==> src/rtl/pll_retune_pkg.sv <==
// Shared widths, table entry type, default rate table, selector codes and
// sequencer states for the PLL retune sequencer.
package pll_retune_pkg;

    localparam int RATE_W = 12;
    localparam int NR_W   = 6;
    localparam int OD_W   = 4;
    localparam int NF_W   = 13;
    localparam int NB_W   = 12;
    localparam int US_W   = 12;

    // One table row: rate in MHz and the actual divider values (not minus one)
    typedef struct packed {
        logic [RATE_W-1:0] rate;
        logic [NR_W-1:0]   nr;
        logic [OD_W-1:0]   od;
        logic [NF_W-1:0]   nf;
        logic [NB_W-1:0]   nb;
    } rate_ent_t;

    localparam int DEF_N = 7;

    // Descending order; index 0 is the fastest rate (24 MHz reference)
    localparam rate_ent_t [DEF_N-1:0] DEF_TABLE = '{
        6: '{rate: 12'd48,   nr: 6'd3, od: 4'd4, nf: 13'd24, nb: 12'd12},
        5: '{rate: 12'd126,  nr: 6'd2, od: 4'd2, nf: 13'd21, nb: 12'd11},
        4: '{rate: 12'd408,  nr: 6'd1, od: 4'd2, nf: 13'd34, nb: 12'd17},
        3: '{rate: 12'd600,  nr: 6'd1, od: 4'd2, nf: 13'd50, nb: 12'd25},
        2: '{rate: 12'd768,  nr: 6'd1, od: 4'd1, nf: 13'd32, nb: 12'd16},
        1: '{rate: 12'd1008, nr: 6'd1, od: 4'd1, nf: 13'd42, nb: 12'd21},
        0: '{rate: 12'd1200, nr: 6'd1, od: 4'd1, nf: 13'd50, nb: 12'd25}
    };

    typedef enum logic [1:0] {
        MODE_SLOW = 2'd0,
        MODE_NORM = 2'd1,
        MODE_DEEP = 2'd2
    } sel_mode_e;

    typedef enum logic [3:0] {
        ST_IDLE,
        ST_RST_ON,
        ST_LD_REF,
        ST_LD_FB,
        ST_LD_BW,
        ST_REL,
        ST_SETTLE,
        ST_POLL,
        ST_FIN
    } seq_state_e;

    // Settling time in microseconds for a reference divider value
    function automatic logic [US_W-1:0] settle_us(input logic [NR_W-1:0] nr);
        int t;
        t = (int'(nr) * 500) / 24 + 1;
        return US_W'(t);
    endfunction

endpackage

==> src/rtl/rate_lookup.sv <==
// Rate table lookup: exact match for requests and round-down for queries.
// Assumes TABLE is sorted with the highest rate at index 0.
module rate_lookup
    import pll_retune_pkg::*;
#(
    parameter int N_ENT = DEF_N,
    parameter rate_ent_t [N_ENT-1:0] TABLE = DEF_TABLE
) (
    input  logic [RATE_W-1:0] req_rate,
    output logic              hit,
    output rate_ent_t         hit_ent,
    input  logic [RATE_W-1:0] rnd_req,
    output logic [RATE_W-1:0] rnd_rate
);

    logic [N_ENT-1:0] eq_flag;
    logic [N_ENT-1:0] ge_flag;

    // Per-entry comparators
    for (genvar i = 0; i < N_ENT; i++) begin : g_cmp
        assign eq_flag[i] = (req_rate == TABLE[i].rate);
        assign ge_flag[i] = (rnd_req >= TABLE[i].rate);
    end

    // Priority pick: the lowest index that qualifies wins
    always_comb begin
        hit      = 1'b0;
        hit_ent  = TABLE[0];
        rnd_rate = TABLE[N_ENT-1].rate;
        for (int i = N_ENT - 1; i >= 0; i--) begin
            if (eq_flag[i]) begin
                hit     = 1'b1;
                hit_ent = TABLE[i];
            end
            if (ge_flag[i]) begin
                rnd_rate = TABLE[i].rate;
            end
        end
    end

endmodule

==> src/rtl/usec_ticker.sv <==
// Microsecond prescaler: pulses tick once every CLK_MHZ cycles while clr is
// low; clr holds the count at zero. Assumes CLK_MHZ >= 1.
module usec_ticker #(
    parameter int CLK_MHZ = 200
) (
    input  logic clk,
    input  logic rst_n,
    input  logic clr,
    output logic tick
);

    if (CLK_MHZ == 1) begin : g_unit
        assign tick = !clr;
    end else begin : g_div
        localparam int PW = $clog2(CLK_MHZ);
        logic [PW-1:0] pre;

        assign tick = (pre == PW'(CLK_MHZ - 1));

        // Count cycles within one microsecond
        always_ff @(posedge clk) begin
            if (!rst_n || clr) begin
                pre <= '0;
            end else if (tick) begin
                pre <= '0;
            end else begin
                pre <= pre + PW'(1);
            end
        end
    end

endmodule

==> src/rtl/pll_retune_seq.sv <==
// PLL retune sequencer top. Accepts a rate request, parks the clock selector
// off the PLL if needed, reprograms the dividers under reset, waits the
// settling time, polls lock with a bound, and replays the previous settings
// once on timeout. Assumes pll_lock is synchronous to clk and that table
// divider values fit their fields and are at least 1.
module pll_retune_seq
    import pll_retune_pkg::*;
#(
    parameter int N_ENT = DEF_N,
    parameter rate_ent_t [N_ENT-1:0] TABLE = DEF_TABLE,
    parameter int RST_IDX  = 4,
    parameter int CLK_MHZ  = 200,
    parameter int POLL_MAX = 24_000_000
) (
    input  logic              clk,
    input  logic              rst_n,
    input  logic              req_valid,
    input  logic [RATE_W-1:0] req_rate,
    output logic              busy,
    output logic              done,
    output logic              err_nomatch,
    output logic              err_timeout,
    input  logic [RATE_W-1:0] rnd_req,
    output logic [RATE_W-1:0] rnd_rate,
    input  logic [1:0]        sel_mode_in,
    output logic [1:0]        clk_sel,
    output logic              pll_rst,
    output logic [NR_W-1:0]   cfg_nr,
    output logic [OD_W-1:0]   cfg_od,
    output logic [NF_W-1:0]   cfg_nf,
    output logic [NB_W-1:0]   cfg_nb,
    input  logic              pll_lock
);

    localparam int POLL_W = $clog2(POLL_MAX + 1);
    localparam rate_ent_t BOOT = TABLE[RST_IDX];

    seq_state_e         state;
    rate_ent_t          tgt;
    rate_ent_t          prev;
    logic               parked;
    logic               fallback;
    logic               to_flag;
    logic [US_W-1:0]    settle_cnt;
    logic [POLL_W-1:0]  poll_cnt;
    logic               hit;
    rate_ent_t          hit_ent;
    logic               tick;
    logic               accept;
    logic               tick_clr;

    rate_lookup #(
        .N_ENT (N_ENT),
        .TABLE (TABLE)
    ) u_lookup (
        .req_rate (req_rate),
        .hit      (hit),
        .hit_ent  (hit_ent),
        .rnd_req  (rnd_req),
        .rnd_rate (rnd_rate)
    );

    assign tick_clr = (state != ST_SETTLE);

    usec_ticker #(
        .CLK_MHZ (CLK_MHZ)
    ) u_ticker (
        .clk   (clk),
        .rst_n (rst_n),
        .clr   (tick_clr),
        .tick  (tick)
    );

    // Request accepted only when idle and not in the done cycle
    assign accept  = req_valid && (state == ST_IDLE) && !done;
    assign busy    = (state != ST_IDLE);
    // Parked selector forces the slow source
    assign clk_sel = parked ? MODE_SLOW : sel_mode_in;

    // Sequencer state, PLL pins and result flags
    always_ff @(posedge clk) begin
        if (!rst_n) begin
            state       <= ST_IDLE;
            tgt         <= BOOT;
            prev        <= BOOT;
            parked      <= 1'b0;
            fallback    <= 1'b0;
            to_flag     <= 1'b0;
            settle_cnt  <= '0;
            poll_cnt    <= '0;
            done        <= 1'b0;
            err_nomatch <= 1'b0;
            err_timeout <= 1'b0;
            pll_rst     <= 1'b0;
            cfg_nr      <= BOOT.nr - NR_W'(1);
            cfg_od      <= BOOT.od - OD_W'(1);
            cfg_nf      <= BOOT.nf - NF_W'(1);
            cfg_nb      <= BOOT.nb - NB_W'(1);
        end else begin
            done        <= 1'b0;
            err_nomatch <= 1'b0;
            err_timeout <= 1'b0;
            unique case (state)
                ST_IDLE: begin
                    if (accept) begin
                        if (hit) begin
                            tgt      <= hit_ent;
                            fallback <= 1'b0;
                            to_flag  <= 1'b0;
                            parked   <= (sel_mode_in == MODE_NORM);
                            state    <= ST_RST_ON;
                        end else begin
                            done        <= 1'b1;
                            err_nomatch <= 1'b1;
                        end
                    end
                end
                ST_RST_ON: begin
                    pll_rst <= 1'b1;
                    state   <= ST_LD_REF;
                end
                ST_LD_REF: begin
                    cfg_nr <= tgt.nr - NR_W'(1);
                    cfg_od <= tgt.od - OD_W'(1);
                    state  <= ST_LD_FB;
                end
                ST_LD_FB: begin
                    cfg_nf <= tgt.nf - NF_W'(1);
                    state  <= ST_LD_BW;
                end
                ST_LD_BW: begin
                    cfg_nb <= tgt.nb - NB_W'(1);
                    state  <= ST_REL;
                end
                ST_REL: begin
                    pll_rst    <= 1'b0;
                    settle_cnt <= settle_us(tgt.nr);
                    state      <= ST_SETTLE;
                end
                ST_SETTLE: begin
                    if (tick) begin
                        if (settle_cnt == US_W'(1)) begin
                            poll_cnt <= '0;
                            state    <= ST_POLL;
                        end else begin
                            settle_cnt <= settle_cnt - US_W'(1);
                        end
                    end
                end
                ST_POLL: begin
                    if (pll_lock) begin
                        state <= ST_FIN;
                    end else if (poll_cnt == POLL_W'(POLL_MAX - 1)) begin
                        to_flag <= 1'b1;
                        if (!fallback) begin
                            fallback <= 1'b1;
                            tgt      <= prev;
                            state    <= ST_RST_ON;
                        end else begin
                            state <= ST_FIN;
                        end
                    end else begin
                        poll_cnt <= poll_cnt + POLL_W'(1);
                    end
                end
                ST_FIN: begin
                    done        <= 1'b1;
                    err_timeout <= to_flag;
                    parked      <= 1'b0;
                    prev        <= tgt;
                    state       <= ST_IDLE;
                end
                default: state <= ST_IDLE;
            endcase
        end
    end

endmodule

==> config.mk <==
export PLATFORM = sky130hd
export DESIGN_NAME = pll_retune_seq
export DESIGN_NICKNAME = d
export VERILOG_FILES = /design/src/rtl/pll_retune_pkg.sv /design/src/rtl/rate_lookup.sv /design/src/rtl/usec_ticker.sv /design/src/rtl/pll_retune_seq.sv
export SDC_FILE = /design/constraint.sdc
export NUM_CORES = 1
export LEC_CHECK = 0
export BUFFER_PORTS_ARGS = -buffer_cell sky130_fd_sc_hd__buf_4
export CORE_ASPECT_RATIO = 0.75
export CORE_MARGIN = 2
export CORE_UTILIZATION = 41
export DETAILED_ROUTE_END_ITERATION = 7
export PLACE_DENSITY = 0.61
export SLEW_MARGIN = 20
export SYNTH_ARGS = -nofsm -noshare
export SYNTH_HDL_FRONTEND = slang
export SYNTH_SLANG_ARGS = --single-unit
export TNS_END_PERCENT = 100
==> constraint.sdc <==
create_clock -name clk -period 25.6 [get_ports clk]
set_input_delay 3.84 -clock clk [delete_from_list [all_inputs] [get_ports clk]]
set_output_delay 3.84 -clock clk [all_outputs]
set_load 0.005 [all_outputs]
## Word level (Yosys, flattened, before mapping)

Cells that the tools add are included.

| storage, ports and cells | value |
|---|---|
| bits in registers | 184 |
| input bits | 30 |
| output and inout port bits | 54 |
| word-level logic and storage cells | 146 |

| operators by class | value |
|---|---|
| $add $sub $neg | 8 |
| $mul | 1 |
| div/mod/pow operators | 1 |
| order comparisons | 6 |
| eq/ne operators | 30 |
| mux-type cells | 55 |
| reduce and logical (&&, ||, !) cells | 21 |

Operator list:

| operator | count |
|---|---|
| $mux 46 | 7 |
| $mux 47 | 5 |
| $mux 25 | 4 |
| $pmux 47 s2 | 1 |
| $mux 11 | 6 |
| $pmux 25 s2 | 1 |
| $eq 12x10->1 const B | 3 |
| $ge 12x10->1 const B | 3 |
| $div 32x6->32 const B | 1 |
| $pmux 4 s8 | 1 |
| $mux 4 | 7 |
| $add 25x1->25 const B | 1 |
| $eq 25x25->1 const B | 1 |
| $mux 12 | 2 |
| $pmux 12 s2 | 1 |
| $sub 12x1->12 const B | 2 |
| $ne 2x2->1 const B | 9 |
| $eq 4x3->1 const B | 4 |
| $mux 1 | 15 |
| $reduce_and 5->1 | 3 |
| $mul 6x7->13 const B | 1 |
| $sub 13x1->13 const B | 1 |
| $add 12x2->12 const B | 1 |
| $eq 12x1->1 const B | 1 |
| 29 further kinds | 41 |

## Longest topological paths before layout

| depth | value |
|---|---|
| depth after elaboration | 11 |
| gate-level depth with buffers | 38 |
| depth with buffers taken out | 35 |

## Modules after synthesis

From an unflattened synthesis, not the netlist that was laid out.

| unflattened totals | value |
|---|---|
| cells, all modules | 1261 |
| area total of the unflattened synthesis | 10482.6 um^2 |

Modules (own cells, without submodules):

| module | times used | cells each | area each (um^2) | sequential area each (um^2) |
|---|---|---|---|---|
| pll_retune_seq | 1 | 1131 | 9469.1 | 3042.9 |
| rate_lookup | 1 | 91 | 658.1 | 0.0 |
| usec_ticker | 1 | 39 | 355.3 | 160.2 |

## Least setup slack after synthesis

Ideal clock, no wire load.

| path | value |
|---|---|
| kind | input to output |
| from | input port rnd_req[10] |
| to | output port rnd_rate[10] |
| data arrival time | 4803 ps |
| required time | 21760 ps |
| path slack | 16957 ps |
| stages | 2 |
| buffers on the path | 0 |
| path through | or4_1 -> a2111oi_0 |

| on the way | value |
|---|---|
| word-level cells in the longest chain between the ends | 7 |
| elaborated cells on any way between the ends | 12 |
| those cells by class | 6 x order compare; 6 x mux |

Ends and longest elaborated chain:

| item | RTL line | source |
|---|---|---|
| start: declaration | pll_retune_seq.sv:23 | `input logic [RATE_W-1:0] rnd_req,` |
| $ge 12x10->1 | rate_lookup.sv:22 | `assign ge_flag[i] = (rnd_req >= TABLE[i].rate);` |
| $mux 11 (5 in a row) | rate_lookup.sv:35 | `if (ge_flag[i]) begin` |
| $mux 11 (*) | rate_lookup.sv:35 |  |
| end: declaration | pll_retune_seq.sv:24 | `output logic [RATE_W-1:0] rnd_rate,` |

Mark *: on every way between the ends. The rest lies on a longest branch, timed or not.

## Worst setup path in the final report

| path | value |
|---|---|
| from | register tgt[33] (netlist name) |
| to | register settle_cnt[6] |

| on the way | value |
|---|---|
| word-level cells in the longest chain between the ends | 4 |

Ends and longest elaborated chain:

| item | RTL line | source |
|---|---|---|
| start: declaration | pll_retune_seq.sv:39 | `rate_ent_t tgt;` |
| start signal: assignment | pll_retune_seq.sv:107 | `tgt <= hit_ent;` |
| start signal: assignment | pll_retune_seq.sv:157 | `tgt <= prev;` |
| $mul 6x7->13 | pll_retune_pkg.sv:55 | `t = (int'(nr) * 500) / 24 + 1;` |
| $div 32x6->32 | pll_retune_pkg.sv:55 |  |
| $add 12x2->12 | pll_retune_pkg.sv:55 |  |
| $pmux 12 s2 | pll_retune_seq.sv:103 | `unique case (state)` |
| end signal: assignment | pll_retune_seq.sv:137 | `settle_cnt <= settle_us(tgt.nr);` |
| end signal: assignment | pll_retune_seq.sv:146 | `settle_cnt <= settle_cnt - US_W'(1);` |
| end: declaration | pll_retune_seq.sv:44 | `logic [US_W-1:0] settle_cnt;` |

No other way between the ends.
A chain may end at the register's enable or synchronous reset.

==> key figures <==
Status
  • Run status: finished clean

Route
  • Routed vias: approximately 9,100
  • Initial drt markers: 767
  • Vias per inst: around 5.5
  • Drt total wl: 25.0 mm
  • DRC errors left: 0
  • Routed len/inst: between 15 and 20 um
  • Drt pass-1 iters: 5
  • Antenna viol nets, final: 0

Setup path
  • Arr. time, crit path: around 10,000 ps
  • Crit path largest cell delay: ~570 ps
  • CP endpoint: settle_cnt[6]
  • Critical path data required time: 25,960 ps
  • RR Startpoint: tgt[33]
  • Reg2reg path depth: 33
  • Crit-path max FO: 14
  • Most used cell, CP: inv_1
  • Reg2reg end: settle_cnt[6]
  • Crit path launch type: flop
  • Reg2reg setup slack: roughly 16,000 ps
  • CP startpoint: tgt[33]
  • Crit. End Element: flop
  • Crit-path slowest cell: dfxtp_1
  • CP Class: reg2reg

Global route
  • Global-route wire length before repair: approximately 42 mm
  • GRT Residual Overflow: 0
  • Number of global-route vias before repair: roughly 8,300
  • Total GRT Usage: 0.196
  • Antenna violations before repair: 0
  • Largest net degree at the start of global routing: 76

Power and ir drop
  • Switching Share: 0.235
  • Cell Pwr Density: around 48 nW/um^2
  • Leak: 0.00472 uW
  • Internal: 417 uW
  • Logic pwr share: 0.039
  • Clock Power Share: 0.503
  • Switching power: about 130 uW
  • Flop pwr share: 0.458
  • Peak VDD IR: a little under 0.05 mV

Yosys
  • Commonest cells in the netlist: 198 x nand2_1, 160 x dfxtp_1, 101 x nor2_1
  • Post-Syn Area: 10,000 um^2
  • YS warnings: 0
  • Synth async-reset ratio: 0
  • Top post-synthesis cells by area: dfxtp_1 32%, nand2_1 7.4%, ha_1 4.7%
  • Post-synth cell types: slightly below 90
  • Syn Area/Cell: between 7 and 8 um^2
  • Synth Flop Type: dfxtp_1
  • Seq/Total Area, Yosys: 0.319
  • Area share of the largest cell type after synthesis: 0.319
  • Cell taking the most area after synthesis: dfxtp_1
  • Synthesized flop and latch total: 160
  • EDFF count, synth: 0
  • Most frequent cell after synthesis: nand2_1
  • Synth Instances: about 1,300

Clocking
  • Cts repair resizes: 0
  • CTS tree: done
  • Clock Latency Late Sink: 430 ps
  • CTS Hold Bufs: 0
  • Clock buffer depth: 2
  • Num CTS Buffers: 17
  • Setup Fix Bufs, Post-CTS: 0
  • Sink Count: 160
  • Depth of the CTS H-tree: 4
  • Clock root cell: clkbuf_16
  • Clock transition at the registers of the reported paths: 70 ps

Place
  • Placer congestion estimate: between 0.8 and 0.9
  • Port Buffers: between 60 and 70
  • Detailed Place HPWL: 17.7 mm

Worst hold path
  • Hold/Removal Path Class: reg2reg

Floorplan
  • Io pins: 84
  • Die height: between 100 and 150 um
  • Rows: a little under 50
  • Die Span X: about 180 um
  • Core ar.: about 24,000 um^2
  • Initial Util: 0.417
  • Die area: between 20,000 and 30,000 um^2

Finish
  • Final Util: 0.474
  • FILL cells: between 2,000 and 2,500
  • Register area: 3200 um^2
  • P&R area growth vs syn: 13.5%
  • ANT cells: 0
  • Footprint of the multi-input gates: 6360 um^2
  • NumNets Final: around 1,400
  • Layout cells sized above 1: 0.106

Timing
  • Worst rel slew slack: 0.275
  • Clock skew: ~10 ps
  • Post-layout min period: just under 10,000 ps
  • Period utilization: 0.382
  • Max Clk Rate: between 100 and 150 MHz
  • TNS Setup: 0 ps
  • Number of setup violations in the final report: 0
  • Slew at the pin closest to its max-slew limit: approximately 1100 ps
  • Count of pins over their slew limit: 0
  • Final hold viol count: 0
  • RSZ-0062 raised after global routing: no

Job
  • Maxcap violations: 0
[placed cells by master, fill, tap and decap left out, types with 29 or more instances in the layout]
| cell | instances |
|---|---|
| nand3_1 | 67 |
| a21oi_1 | 55 |
| nand2_1 | 198 |
| xor2_1 | 34 |
| a21boi_0 | 52 |
| nor3_1 | 34 |
| o211a_1 | 29 |
| o21ai_0 | 56 |
| xnor2_1 | 36 |
| inv_1 | 51 |
| ha_1 | 38 |
| dfxtp_1 | 160 |
| buf_4 | 78 |
| nor2_1 | 99 |
[layer usage]
layer  vias to the layer above  wire [um]  track usage
li1                       4578          -            -
met4                         0        163       0.0334
met3                        17       1170       0.0322
met2                       205      10700        0.293
met5                         -          0            0
met1                      4311      13000        0.298
[critical path, delay by kind of cell (launching register included)]
| kind | cells | cell delay, ps |
|---|---|---|
| adders and majority gates | 6 | 2530 |
| and+or+nand+nor | 7 | 1970 |
| AOI/OAI and AO/OA | 13 | 3310 |
| DFF | 1 | 570 |
| muxes | 2 | 550 |
| buffers and inverters | 4 | 620 |
| xor gates and xnor gates | 1 | 160 |
[registers in the layout (all words and copies together), names as in the netlist]
signal	cells
tgt	35
u_ticker.g_div.pre	8
settle_cnt	12
cfg_od	4
cfg_nf	13
prev	35
poll_cnt	25
cfg_nb	12
to_flag	1
cfg_nr	6
state	4
done	1
err_timeout	1
parked	1
pll_rst	1
err_nomatch	1
[layout make-up]
| class | count | area share |
|---|---|---|
| multi-input cells | 992 | 0.558 |
| flip-flops and latches | 160 | 0.281 |
| repair buffers | 78 | 0.0514 |
| clock buffers | 17 | 0.0373 |
| well taps | 331 | 0.0364 |
| clock inverters | 15 | 0.0186 |
| inverters | 52 | 0.0171 |
[cells by family (layout without fill, tap and decap cells)]
| group | count (synthesis) | count (layout) | share of synthesized area |
|---|---|---|---|
| buffers and inverters | 126 | 162 | 0.0526 |
| xor gates and xnor gates | 70 | 70 | 0.0611 |
| adders and majority gates | 51 | 51 | 0.0733 |
| other | 2 | 10 | 0.000749 |
| DFF | 160 | 160 | 0.319 |
| and+or+nand+nor | 528 | 528 | 0.250 |
| muxes | 8 | 8 | 0.00823 |
| AOI/OAI and AO/OA | 325 | 325 | 0.235 |
[power groups by stage]
stage,clock network [uW],registers [uW],logic (uW)
3_5_place_dp,0,255,21.1
6_report,274,249,21.4
5_1_grt,290,249,23.6
4_1_cts,279,249,21.2
2_1_floorplan,0,255,14.6
3_3_place_gp,0,255,21.1
[worst min-delay path by stage]
stage	from	end	slack, ps	cells after the start
after global placement	u_ticker.g_div.pre[0]	u_ticker.g_div.pre[0]	430	1
after floorplan	u_ticker.g_div.pre[0]	u_ticker.g_div.pre[0]	410	1
final	u_ticker.g_div.pre[0]	u_ticker.g_div.pre[0]	460	1
after global routing	prev[12]	tgt[12]	470	2
after CTS	u_ticker.g_div.pre[0]	u_ticker.g_div.pre[0]	460	1
after detailed placement	u_ticker.g_div.pre[0]	u_ticker.g_div.pre[0]	450	1
[metrics by stage]
stage | cells | hold slack (ps) | setup slack [ps] | instance area (um^2) | total power, uW
2_1_floorplan | 1278 | 413 | 16960 | 10100 | 270
3_3_place_gp | 1613 | 427 | 16060 | 10800 | 276
3_5_place_dp | 1613 | 445 | 15930 | 10800 | 276
4_1_cts | 1645 | 459 | 15890 | 11400 | 550
5_1_grt | 1645 | 469 | 15130 | 11400 | 562
6_report | 1645 | 458 | 15830 | 11400 | 545
(Power assumes the default switching activity.)
